===== config.mk =====
export PLATFORM = sky130hd
export DESIGN_NAME = phy_trim_sequencer
export DESIGN_NICKNAME = d
export VERILOG_FILES = /design/src/rtl/trimseq_pkg.sv /design/src/rtl/trimseq_ctrl.sv /design/src/rtl/trimseq_dpath.sv /design/src/rtl/phy_trim_sequencer.sv
export SDC_FILE = /design/constraint.sdc
export NUM_CORES = 1
export LEC_CHECK = 0
export BUFFER_PORTS_ARGS = -buffer_cell sky130_fd_sc_hd__buf_4
export CAP_MARGIN = 20
export CORE_MARGIN = 2
export CORE_UTILIZATION = 50
export DETAILED_ROUTE_END_ITERATION = 7
export GPL_ROUTABILITY_DRIVEN = 0
export GPL_TIMING_DRIVEN = 0
export PLACE_DENSITY = 0.73
export SLEW_MARGIN = 15
export SYNTH_ARGS = -nofsm -noshare
export SYNTH_HDL_FRONTEND = slang
export SYNTH_SLANG_ARGS = --single-unit

===== constraint.sdc =====
create_clock -name clk -period 3.5 [get_ports clk]
set_input_delay 0.525 -clock clk [delete_from_list [all_inputs] [get_ports clk]]
set_output_delay 0.525 -clock clk [all_outputs]
set_load 0.01 [all_outputs]

===== src/rtl/trimseq_pkg.sv =====
package trimseq_pkg;

  localparam int DataW      = 8;
  localparam int AddrW      = 5;
  localparam int MaxEntries = 7;
  localparam int CountW     = $clog2(MaxEntries + 1);
  localparam int IdxW       = (MaxEntries > 1) ? $clog2(MaxEntries) : 1;
  localparam int BitSelW    = $clog2(DataW);
  localparam int SettleCycles = 2;

  typedef struct packed {
    logic [DataW-1:0] data;
    logic [AddrW-1:0] addr;
    logic             we;
  } testWord_t;

  localparam int WordW = $bits(testWord_t);

  typedef struct packed {
    logic [AddrW-1:0]   regNo;
    logic [BitSelW-1:0] msb;
    logic [BitSelW-1:0] lsb;
    logic [DataW-1:0]   value;
  } trimEntry_t;

  // constant trim table, programmed in index order
  localparam trimEntry_t TrimTable [MaxEntries] = '{
    '{regNo: 5'd3,  msb: 3'd3, lsb: 3'd0, value: 8'h0A},
    '{regNo: 5'd5,  msb: 3'd7, lsb: 3'd4, value: 8'h03},
    '{regNo: 5'd6,  msb: 3'd2, lsb: 3'd1, value: 8'h02},
    '{regNo: 5'd10, msb: 3'd5, lsb: 3'd5, value: 8'h01},
    '{regNo: 5'd17, msb: 3'd7, lsb: 3'd0, value: 8'hC5},
    '{regNo: 5'd22, msb: 3'd6, lsb: 3'd2, value: 8'h13},
    '{regNo: 5'd31, msb: 3'd1, lsb: 3'd0, value: 8'h02}
  };

  typedef enum logic [2:0] {
    WK_IDLE, WK_READ, WK_WRLO, WK_WRHI, WK_WREND
  } wordKind_e;

  // strobes from control to datapath
  typedef struct packed {
    logic            load;
    wordKind_e       kind;
    logic [IdxW-1:0] idx;
  } seqStrobe_t;

endpackage


===== src/rtl/trimseq_ctrl.sv =====
module trimseq_ctrl
  import trimseq_pkg::*;
(
  input  logic              clk,
  input  logic              rstN,
  input  logic              start,
  input  logic              legacyMode,
  input  logic [CountW-1:0] entryCount,
  output seqStrobe_t        strobe,
  output logic              busy,
  output logic              done
);

  typedef enum logic [2:0] {
    PH_IDLE, PH_READ, PH_WRLO, PH_WRHI, PH_WREND, PH_DUMMY
  } phase_e;

  localparam int SettleW = $clog2(SettleCycles);

  phase_e            phaseQ, phaseN;
  logic [SettleW-1:0] settleQ, settleN;
  logic [IdxW-1:0]   idxQ, idxN;
  logic [IdxW-1:0]   lastQ, lastN;
  logic              doneQ, doneN;
  logic [CountW-1:0] effCount;
  logic              settled;

  assign effCount = (entryCount > CountW'(MaxEntries)) ? CountW'(MaxEntries) : entryCount;
  assign settled  = (settleQ == SettleW'(SettleCycles - 1));

  always_comb begin
    phaseN = phaseQ;
    settleN = settleQ;
    idxN = idxQ;
    lastN = lastQ;
    doneN = 1'b0;
    strobe = '{load: 1'b0, kind: WK_IDLE, idx: idxQ};
    if (phaseQ == PH_IDLE) begin
      if (start) begin
        if (legacyMode || effCount == '0) begin
          doneN = 1'b1;
        end else begin
          phaseN = PH_READ;
          settleN = '0;
          idxN = '0;
          lastN = IdxW'(effCount - CountW'(1));
          strobe = '{load: 1'b1, kind: WK_READ, idx: '0};
        end
      end
    end else if (!settled) begin
      settleN = settleQ + SettleW'(1);
    end else begin
      settleN = '0;
      case (phaseQ)
        PH_READ: begin
          phaseN = PH_WRLO;
          strobe = '{load: 1'b1, kind: WK_WRLO, idx: idxQ};
        end
        PH_WRLO: begin
          phaseN = PH_WRHI;
          strobe = '{load: 1'b1, kind: WK_WRHI, idx: idxQ};
        end
        PH_WRHI: begin
          phaseN = PH_WREND;
          strobe = '{load: 1'b1, kind: WK_WREND, idx: idxQ};
        end
        PH_WREND: begin
          phaseN = PH_DUMMY;
          strobe = '{load: 1'b1, kind: WK_READ, idx: idxQ};
        end
        default: begin
          if (idxQ == lastQ) begin
            phaseN = PH_IDLE;
            doneN = 1'b1;
            strobe = '{load: 1'b1, kind: WK_IDLE, idx: idxQ};
          end else begin
            phaseN = PH_READ;
            idxN = idxQ + IdxW'(1);
            strobe = '{load: 1'b1, kind: WK_READ, idx: idxQ + IdxW'(1)};
          end
        end
      endcase
    end
  end

  always_ff @(posedge clk) begin
    if (!rstN) begin
      phaseQ <= PH_IDLE;
      settleQ <= '0;
      idxQ <= '0;
      lastQ <= '0;
      doneQ <= 1'b0;
    end else begin
      phaseQ <= phaseN;
      settleQ <= settleN;
      idxQ <= idxN;
      lastQ <= lastN;
      doneQ <= doneN;
    end
  end

  assign busy = (phaseQ != PH_IDLE);
  assign done = doneQ;

  // the walk never passes the last selected entry
  assert_idx_in_range_R7: assert property (@(posedge clk) disable iff (!rstN)
    busy |-> (idxQ <= lastQ));

  // legacy request completes on the next cycle with no activity
  assert_legacy_done_R8: assert property (@(posedge clk) disable iff (!rstN)
    (start && legacyMode && !busy) |=> (done && !busy));

  // done only in an idle cycle
  assert_done_idle_R10: assert property (@(posedge clk) disable iff (!rstN)
    done |-> !busy);

endmodule


===== src/rtl/trimseq_dpath.sv =====
module trimseq_dpath
  import trimseq_pkg::*;
(
  input  logic             clk,
  input  logic             rstN,
  input  seqStrobe_t       strobe,
  input  logic [DataW-1:0] testOut,
  output logic [WordW-1:0] testIn
);

  testWord_t        wordQ;
  trimEntry_t       entry;
  logic [DataW-1:0] fieldMask;
  logic [DataW-1:0] fieldBits;
  logic [DataW-1:0] merged;

  assign entry = TrimTable[strobe.idx];

  always_comb begin
    for (int b = 0; b < DataW; b++) begin
      fieldMask[b] = (BitSelW'(b) >= entry.lsb) && (BitSelW'(b) <= entry.msb);
    end
  end

  assign fieldBits = (entry.value << entry.lsb) & fieldMask;
  assign merged    = (testOut & ~fieldMask) | fieldBits;

  always_ff @(posedge clk) begin
    if (!rstN) begin
      wordQ <= '0;
    end else if (strobe.load) begin
      case (strobe.kind)
        WK_READ:  wordQ <= '{data: DataW'(1), addr: entry.regNo, we: 1'b0};
        WK_WRLO:  wordQ <= '{data: merged, addr: entry.regNo, we: 1'b0};
        WK_WRHI:  wordQ <= '{data: wordQ.data, addr: wordQ.addr, we: 1'b1};
        WK_WREND: wordQ <= '{data: wordQ.data, addr: wordQ.addr, we: 1'b0};
        default:  wordQ <= '0;
      endcase
    end
  end

  assign testIn = wordQ;

  // write-enable rises with data and address already in place
  assert_we_rise_stable_R4: assert property (@(posedge clk) disable iff (!rstN)
    $rose(wordQ.we) |-> ($stable(wordQ.data) && $stable(wordQ.addr)));

  // write-enable stays high for a second cycle
  assert_we_hold_R4: assert property (@(posedge clk) disable iff (!rstN)
    $rose(wordQ.we) |=> wordQ.we);

  // write-enable never lasts beyond two cycles
  assert_we_len_R4: assert property (@(posedge clk) disable iff (!rstN)
    (wordQ.we && $past(wordQ.we)) |=> !wordQ.we);

endmodule


===== src/rtl/phy_trim_sequencer.sv =====
module phy_trim_sequencer
  import trimseq_pkg::*;
(
  input  logic              clk,
  input  logic              rstN,
  input  logic              start,
  input  logic              legacyMode,
  input  logic [CountW-1:0] entryCount,
  output logic [WordW-1:0]  testIn,
  input  logic [DataW-1:0]  testOut,
  output logic              busy,
  output logic              done
);

  seqStrobe_t strobe;

  trimseq_ctrl uCtrl (
    .clk(clk), .rstN(rstN), .start(start), .legacyMode(legacyMode),
    .entryCount(entryCount), .strobe(strobe), .busy(busy), .done(done)
  );

  trimseq_dpath uDpath (
    .clk(clk), .rstN(rstN), .strobe(strobe), .testOut(testOut), .testIn(testIn)
  );

  // a freshly presented word is held for its second settle cycle
  assert_word_settle_R3: assert property (@(posedge clk) disable iff (!rstN)
    (busy && !$stable(testIn)) |=> $stable(testIn));

  // no write-enable while idle
  assert_idle_no_we_R1: assert property (@(posedge clk) disable iff (!rstN)
    !busy |-> !testIn[0]);

endmodule


**Word-level counts from Yosys, hierarchy flattened**

Memories as Yosys holds them, arrays and structs flattened.
Cells that the tools add are included.
Widths: inputs -> output; s select.

- Output and inout bits: 16
- Register bits: 25
- Input bits: 15
- Memories: 1
- ROM bits: 152

Memories:

| name | depth | bits a word | read ports | clocked after memory_dff | write ports | line | text |
|---|---|---|---|---|---|---|---|
| (no name shown) | 8 | 19 | 1 | 0 | 0 | trimseq_dpath.sv:17 | `assign entry = TrimTable[strobe.idx];` |

- Shift-type cells: 1
- Bitwise gates (word level): 8
- Multiplexer cells: 32
- Magnitude comparators: 18
- Equal/unequal tests: 13
- Add/sub/neg operators: 3
- Reduce and logical (&&, ||, !) cells: 19

Operators by type and width:

| operator | count |
|---|---|
| $pmux 14 s4 | 1 |
| $mux 19 | 2 |
| $mux 3 | 11 |
| $mux 7 | 4 |
| $pmux 7 s4 | 1 |
| $and 8x8->8 | 2 |
| $eq 3x2->1 const B | 4 |
| $ge 3x3->1 const A | 4 |
| $le 3x3->1 const A | 4 |
| $pmux 3 s4 | 1 |
| $mux 1 | 11 |
| $reduce_and 3->1 | 3 |
| $logic_and 1x1->1 | 8 |
| $not 8->8 | 1 |
| $or 8x8->8 | 1 |
| $shl 8x3->8 | 1 |
| $eq 3x1->1 const B | 2 |
| $eq 3x3->1 const B | 2 |
| $ge 1x3->1 const A | 2 |
| $ge 2x3->1 const A | 2 |
| $le 1x3->1 const A | 2 |
| $le 2x3->1 const A | 2 |
| $logic_not 3->1 | 2 |
| $reduce_and 5->1 | 1 |
| other kinds (16) | 20 |

**Logic depth before layout (Yosys ltp)**

- Word-level depth: 17
- Depth in mapped cells: 16
- Mapped depth without buffers: 14

**Modules after synthesis**

From an unflattened synthesis, not the netlist that was laid out.

- Cell total of the unflattened synthesis: 191
- Area total of the unflattened synthesis: 1642.8 µm²

Modules (own cells, without submodules):

| module | seq. area each (µm²) | area an instance (µm²) | instances | cells each |
|---|---|---|---|---|
| trimseq_dpath | 280.3 | 948.4 | 1 | 109 |
| trimseq_ctrl | 220.2 | 694.4 | 1 | 82 |

**Least setup slack after synthesis**

Ideal clock, no wire load.

- Kind: input-to-reg
- Start point: input port entryCount[0]
- End point: register uDpath.wordQ, in the netlist uDpath.testIn[13]
- Library setup time: 120 ps
- Arrival: 3111 ps
- Cell stages on the path: 16
- Setup slack: 269 ps
- Required time: 3380 ps
- Buffers on the path: 2
- Cell sequence: inv_1 > ha_1 > ha_1 > or2_2 > o21ai_0 > mux2i_2 > buf_2 > inv_1 > ha_1 > clkbuf_1 > or2b_1 > a21oi_1 > mux2i_1 > o32ai_1 > o2111a_1 > a211o_1

- Longest elaborated chain between the ends: 17
- Elaborated cells on any way between the ends: 27

Ends and longest elaborated chain:

| item | line | text |
|---|---|---|
| start: declaration | phy_trim_sequencer.sv:8 | `input logic [CountW-1:0] entryCount,` |
| $gt 3x3->1 | trimseq_ctrl.sv:28 | `assign effCount = (entryCount > CountW'(MaxEntries)) ? CountW'(MaxEntries) : entryCount;` |
| $mux 3 (*) | trimseq_ctrl.sv:28 |  |
| $logic_not 3->1 (*) | trimseq_ctrl.sv:40 | `if (legacyMode \|\| effCount == '0) begin` |
| $logic_or 1x1->1 (*) | trimseq_ctrl.sv:40 |  |
| $mux 7 (*) | trimseq_ctrl.sv:40 |  |
| $mux 7 (*) | trimseq_ctrl.sv:39 | `if (start) begin` |
| $mux 7 (*) | trimseq_ctrl.sv:38 | `if (phaseQ == PH_IDLE) begin` |
| $not 3->4 (implied by the code) | trimseq_dpath.sv:17 |  |
| $mem_v2 8x19 | - |  |
| $mux 19 (implied by the code) (2 in a row) | trimseq_dpath.sv:17 |  |
| $ge 3x3->1 / $le 3x3->1 (equally long branches) | trimseq_dpath.sv:21 | `fieldMask[b] = (BitSelW'(b) >= entry.lsb) && (BitSelW'(b) <= entry.msb);` |
| $logic_and 1x1->1 | trimseq_dpath.sv:21 |  |
| $not 8->8 | trimseq_dpath.sv:26 | `assign merged = (testOut & ~fieldMask) \| fieldBits;` |
| $and 8x8->8 | trimseq_dpath.sv:26 |  |
| $or 8x8->8 | trimseq_dpath.sv:26 |  |
| $pmux 14 s4 | trimseq_dpath.sv:32 | `case (strobe.kind)` |
| end signal: assignment | trimseq_dpath.sv:33 | `WK_READ: wordQ <= '{data: DataW'(1), addr: entry.regNo, we: 1'b0};` |
| end signal: assignment | trimseq_dpath.sv:34 | `WK_WRLO: wordQ <= '{data: merged, addr: entry.regNo, we: 1'b0};` |
| end signal: assignment | trimseq_dpath.sv:35 | `WK_WRHI: wordQ <= '{data: wordQ.data, addr: wordQ.addr, we: 1'b1};` |
| end: declaration | trimseq_dpath.sv:11 | `testWord_t wordQ;` |

Mark *: on every way between the ends. The rest lies on a longest branch, timed or not. The select of a mux whose other input is x is not followed.
A chain may end at the register's enable or synchronous reset.

**Worst setup path in the final report**

- Start point: register uCtrl.idxQ[2]
- End point: register uDpath.wordQ, in the netlist uDpath.testIn[8]

- Longest elaborated chain between the ends: 15
- Elaborated cells on any way between the ends: 28

Ends and longest elaborated chain:

| item | line | text |
|---|---|---|
| start: declaration | trimseq_ctrl.sv:22 | `logic [IdxW-1:0] idxQ, idxN;` |
| start signal: assignment | trimseq_ctrl.sv:96 | `idxQ <= idxN;` |
| $add 3x1->3 / $eq 3x3->1 (equally long branches) | trimseq_ctrl.sv:79, trimseq_ctrl.sv:72 |  |
| $mux 4 | trimseq_ctrl.sv:72 | `if (idxQ == lastQ) begin` |
| $pmux 7 s4 | trimseq_ctrl.sv:54 | `case (phaseQ)` |
| $mux 7 | trimseq_ctrl.sv:50 | `end else if (!settled) begin` |
| $mux 7 (*) | trimseq_ctrl.sv:38 |  |
| $not 3->4 (implied by the code) | trimseq_dpath.sv:17 |  |
| $mem_v2 8x19 | - |  |
| $mux 19 (implied by the code) (2 in a row) | trimseq_dpath.sv:17 |  |
| $ge 2x3->1 / $le 2x3->1 (equally long branches) | trimseq_dpath.sv:21 |  |
| $logic_and 1x1->1 | trimseq_dpath.sv:21 |  |
| $not 8->8 | trimseq_dpath.sv:26 |  |
| $and 8x8->8 | trimseq_dpath.sv:26 |  |
| $or 8x8->8 | trimseq_dpath.sv:26 |  |
| $pmux 14 s4 | trimseq_dpath.sv:32 |  |

Marked as above.

==> metrics.md <==
| Metric | Value |
|---|---|
| Required arrival time at the worst endpoint | `3750 ps` |
| Detailed-route DRC error count | `0` |
| Outcome | `finished clean` |
| Endpoint kind of the worst setup timing path | `register` |
| Multi-input logic area | `1010 um^2` |
| Unrepaired setup endpoints after global routing | `false` |
| Total Power Consumption | `832 uW` |
| Most common cell after layout, fill and taps aside | `buf_4` |
| Clk slew on worst S/H paths | `140 ps` |
| Final Hold Fails | `0` |
| Post-Syn Area per Cell | `8.19 um^2` |
| Kind of path behind the tightest hold check | `in2reg` |
| Clock latency on the worst-skew pair | `340 ps` |
| Top Family by Delay on Critical Path | `compound AO/OA/AOI/OAI gates` |
| Via count of the first global-routing pass | `1472` |
| Register Area | `500 um^2` |
| Die outline area | `3700 um^2` |
| Placeable core region | `3050 um^2` |
| Total iterations of the first detailed-routing run | `4` |
| Count of nets after finishing | `256` |
| Buffer levels on the longest clock path | `2` |
| # H-tree levels | `1` |
| Register area share after synthesis | `31.0%` |
| Power density over the cells | `432 nW/um^2` |
| Count of input and output buffers | `30` |
| Critical Path Source | `uCtrl.idxQ[2]$_SDFFE_PN0P_` |
| Clock sinks | `25` |
| Maximum fanout along the worst path | `12` |
| Critical path cell sequence | `xor2_2 -> o31ai_1 -> mux2i_2 -> buf_2 -> inv_1 -> ha_1 -> or2b_1 -> a21oi_1 -> mux2i_1 -> or3_1 -> a32o_1` |
| Fraction of layout cells with a size suffix above 1 | `22.1%` |
| Die width | `60.8 um` |
| Total negative slack for setup checks | `0 ps` |
| Number of distinct library cells after synthesis | `56` |
| Nets in the synthesized netlist | `221` |
| Cell with the biggest individual delay on the critical path | `dfxtp_1` |
| Y dimension of the die | `60.8 um` |
| Register-to-register setup slack | `250 ps` |
| Sum of overflow across all layers after global routing | `0` |
| Standard-cell row count | `20` |
| Share of the cycle needed by the critical path after routing | `92.9%` |
| Number of DRC markers after the initial detailed-route iteration | `88` |
| Setup-violating endpoint count in the final report | `0` |
| Critical path start-end classification | `reg2reg` |
| Most frequent cells in the layout | `buf_4, nor2_1, dfxtp_1, nand2_1, o21ai_0` |
| Clock Skews | `3.84 ps` |
| Total leakage power | `0.000871 uW` |
| Worst Tran Pin Value | `687 ps` |
| Arr. time, crit path | `3500 ps` |
| Top FF cell, synth | `dfxtp_1` |
| Starting Density | `52.9%` |
| Number of antenna-violating nets in the routed design | `0` |
| Largest vdd supply drop | `245 uV` |
| Crit path buf inv count | `2` |
| DP HPWL | `3.01 mm` |
| Count of antenna diodes in the layout | `0` |
| I/O pins | `31` |
| Biggest cell delay along the critical path | `480 ps` |
| Mapped Cells | `197` |
| Post-synthesis register bit count | `25` |
| Slew Limit Fails | `0` |
| TritonCTS clock tree | `built` |
| Maximum frequency from static timing analysis | `308 MHz` |
| Minimum clock period after layout | `3250 ps` |
| Number of filler cells placed in the layout | `303` |
| GRT Total Usage | `23.0%` |
| Buffer type at the clock tree root | `clkbuf_4` |
| Worst Min Path Start | `entryCount[0]` |
| Resize count post-CTS | `0` |
| Synth warn | `0` |
| Number of maximum-capacitance constraint violations | `0` |
| Synthesized area | `1610 um^2` |
| Startpoint type of the worst setup path | `register` |
| Average wire per cell in the routed design | `14.1 um` |
| Post-synth ARST share | `0%` |
| Synthesis-to-layout area growth | `19.2%` |
| Inserted Clock Buffers | `3` |
| R2r startpoint | `uCtrl.idxQ[2]$_SDFFE_PN0P_` |
| Number of antenna violations at the first check in global routing | `0` |
| Via count | `1582` |
| Largest net degree at the start of global routing | `14` |
| Global-route wire length before repair | `6.44 mm` |
| Total Routed Length | `3.89 mm` |
| Max-slew headroom at the worst pin | `53.9%` |
| Avg Vias per Cell | `5.75` |
| Number of enable-type register cells in the synthesized netlist | `0` |
-- final timing paths --
check / endpoint / depth (start not counted)
setup / recovery: uDpath.testIn[8]$_SDFFE_PN0P_ / 11
hold / removal: uCtrl.lastQ[0]$_SDFFE_PN0P_ / 2
setup reg to reg: uDpath.testIn[8]$_SDFFE_PN0P_ / 11
hold reg to reg: uDpath.testIn[0]$_SDFFE_PN0N_ / 2
-- per-layer routing --
layer / part of all wire [%] / up-vias / track usage, %
met4: 1.4 / 0 / 6.83
met5: 0 / - / 0
met3: 4.9 / 7 / 3.41
met2: 47 / 41 / 39.5
met1: 47 / 747 / 29.8
li1: - / 787 / -
-- cells by family (layout without fill, tap and decap cells) --
| kind of cell | count (synthesis) | in the layout | synth area share [%] |
|---|---|---|---|
| AOI/OAI and AO/OA | 60 | 60 | 27.5 |
| DFF | 25 | 25 | 31.0 |
| muxes | 6 | 6 | 4.11 |
| buffers and inverters | 22 | 56 | 6.28 |
| adders and majority gates | 9 | 9 | 6.98 |
| xor gates and xnor gates | 4 | 4 | 2.64 |
| and+or+nand+nor | 71 | 71 | 21.5 |
-- synthesized netlist by cell type (4+ instances only) --
cell       n  area share, %
dfxtp_1   25             31
nor3_1     8            2.5
a32oi_1    4            2.2
o21ai_0   11            3.4
inv_1      8            1.9
a211oi_1   4            1.9
nand2_1   16            3.7
a21oi_1    9            2.8
ha_1       9            7.0
clkbuf_1   8            1.9
nor2_1    26            6.0
-- power by group --
| part | internal [uW] | leakage (uW) | switching, uW |
|---|---|---|---|
| Clock | 44.9 | 0.0000150 | 94.9 |
| Sequential | 323 | 0.000203 | 36.4 |
| Combinational | 137 | 0.000653 | 196 |
| Total | 505 | 0.000871 | 327 |
-- state kept, by name, indices dropped and copies added (netlist names) --
signal / count
uDpath.testIn: 14
uCtrl.idxQ: 3
uCtrl.lastQ: 3
uCtrl.phaseQ: 3
uCtrl.done: 1
uCtrl.settleQ: 1
-- metrics by stage --
step                util, %  hold slack, ps  cell area [um^2]  setup WS, ps  cells
detailed placement     62.0             450              1890          -219    271
finish                 63.0             357              1920           248    275
CTS                    62.9             354              1920          76.9    275
global placement       62.0             443              1890          -162    271
floorplan                 -             476              1610           269    197
global route           63.0             348              1920          34.0    275
-- cell type report --
cell class	count	area share [%]
multi-input cells	150	52.6
plain buffers	11	2.99
well taps	44	2.86
repair buffers	31	12.1
inverters	10	2.08
flip-flops and latches	25	26.0
clock buffers	4	1.37
-- repair_timing --
action                     in CTS  in global routing
setup buffers                   0                  1
setup endpoints to repair       0                  3
hold buffers                    0                  0
Power figures use the tool's default switching activity.
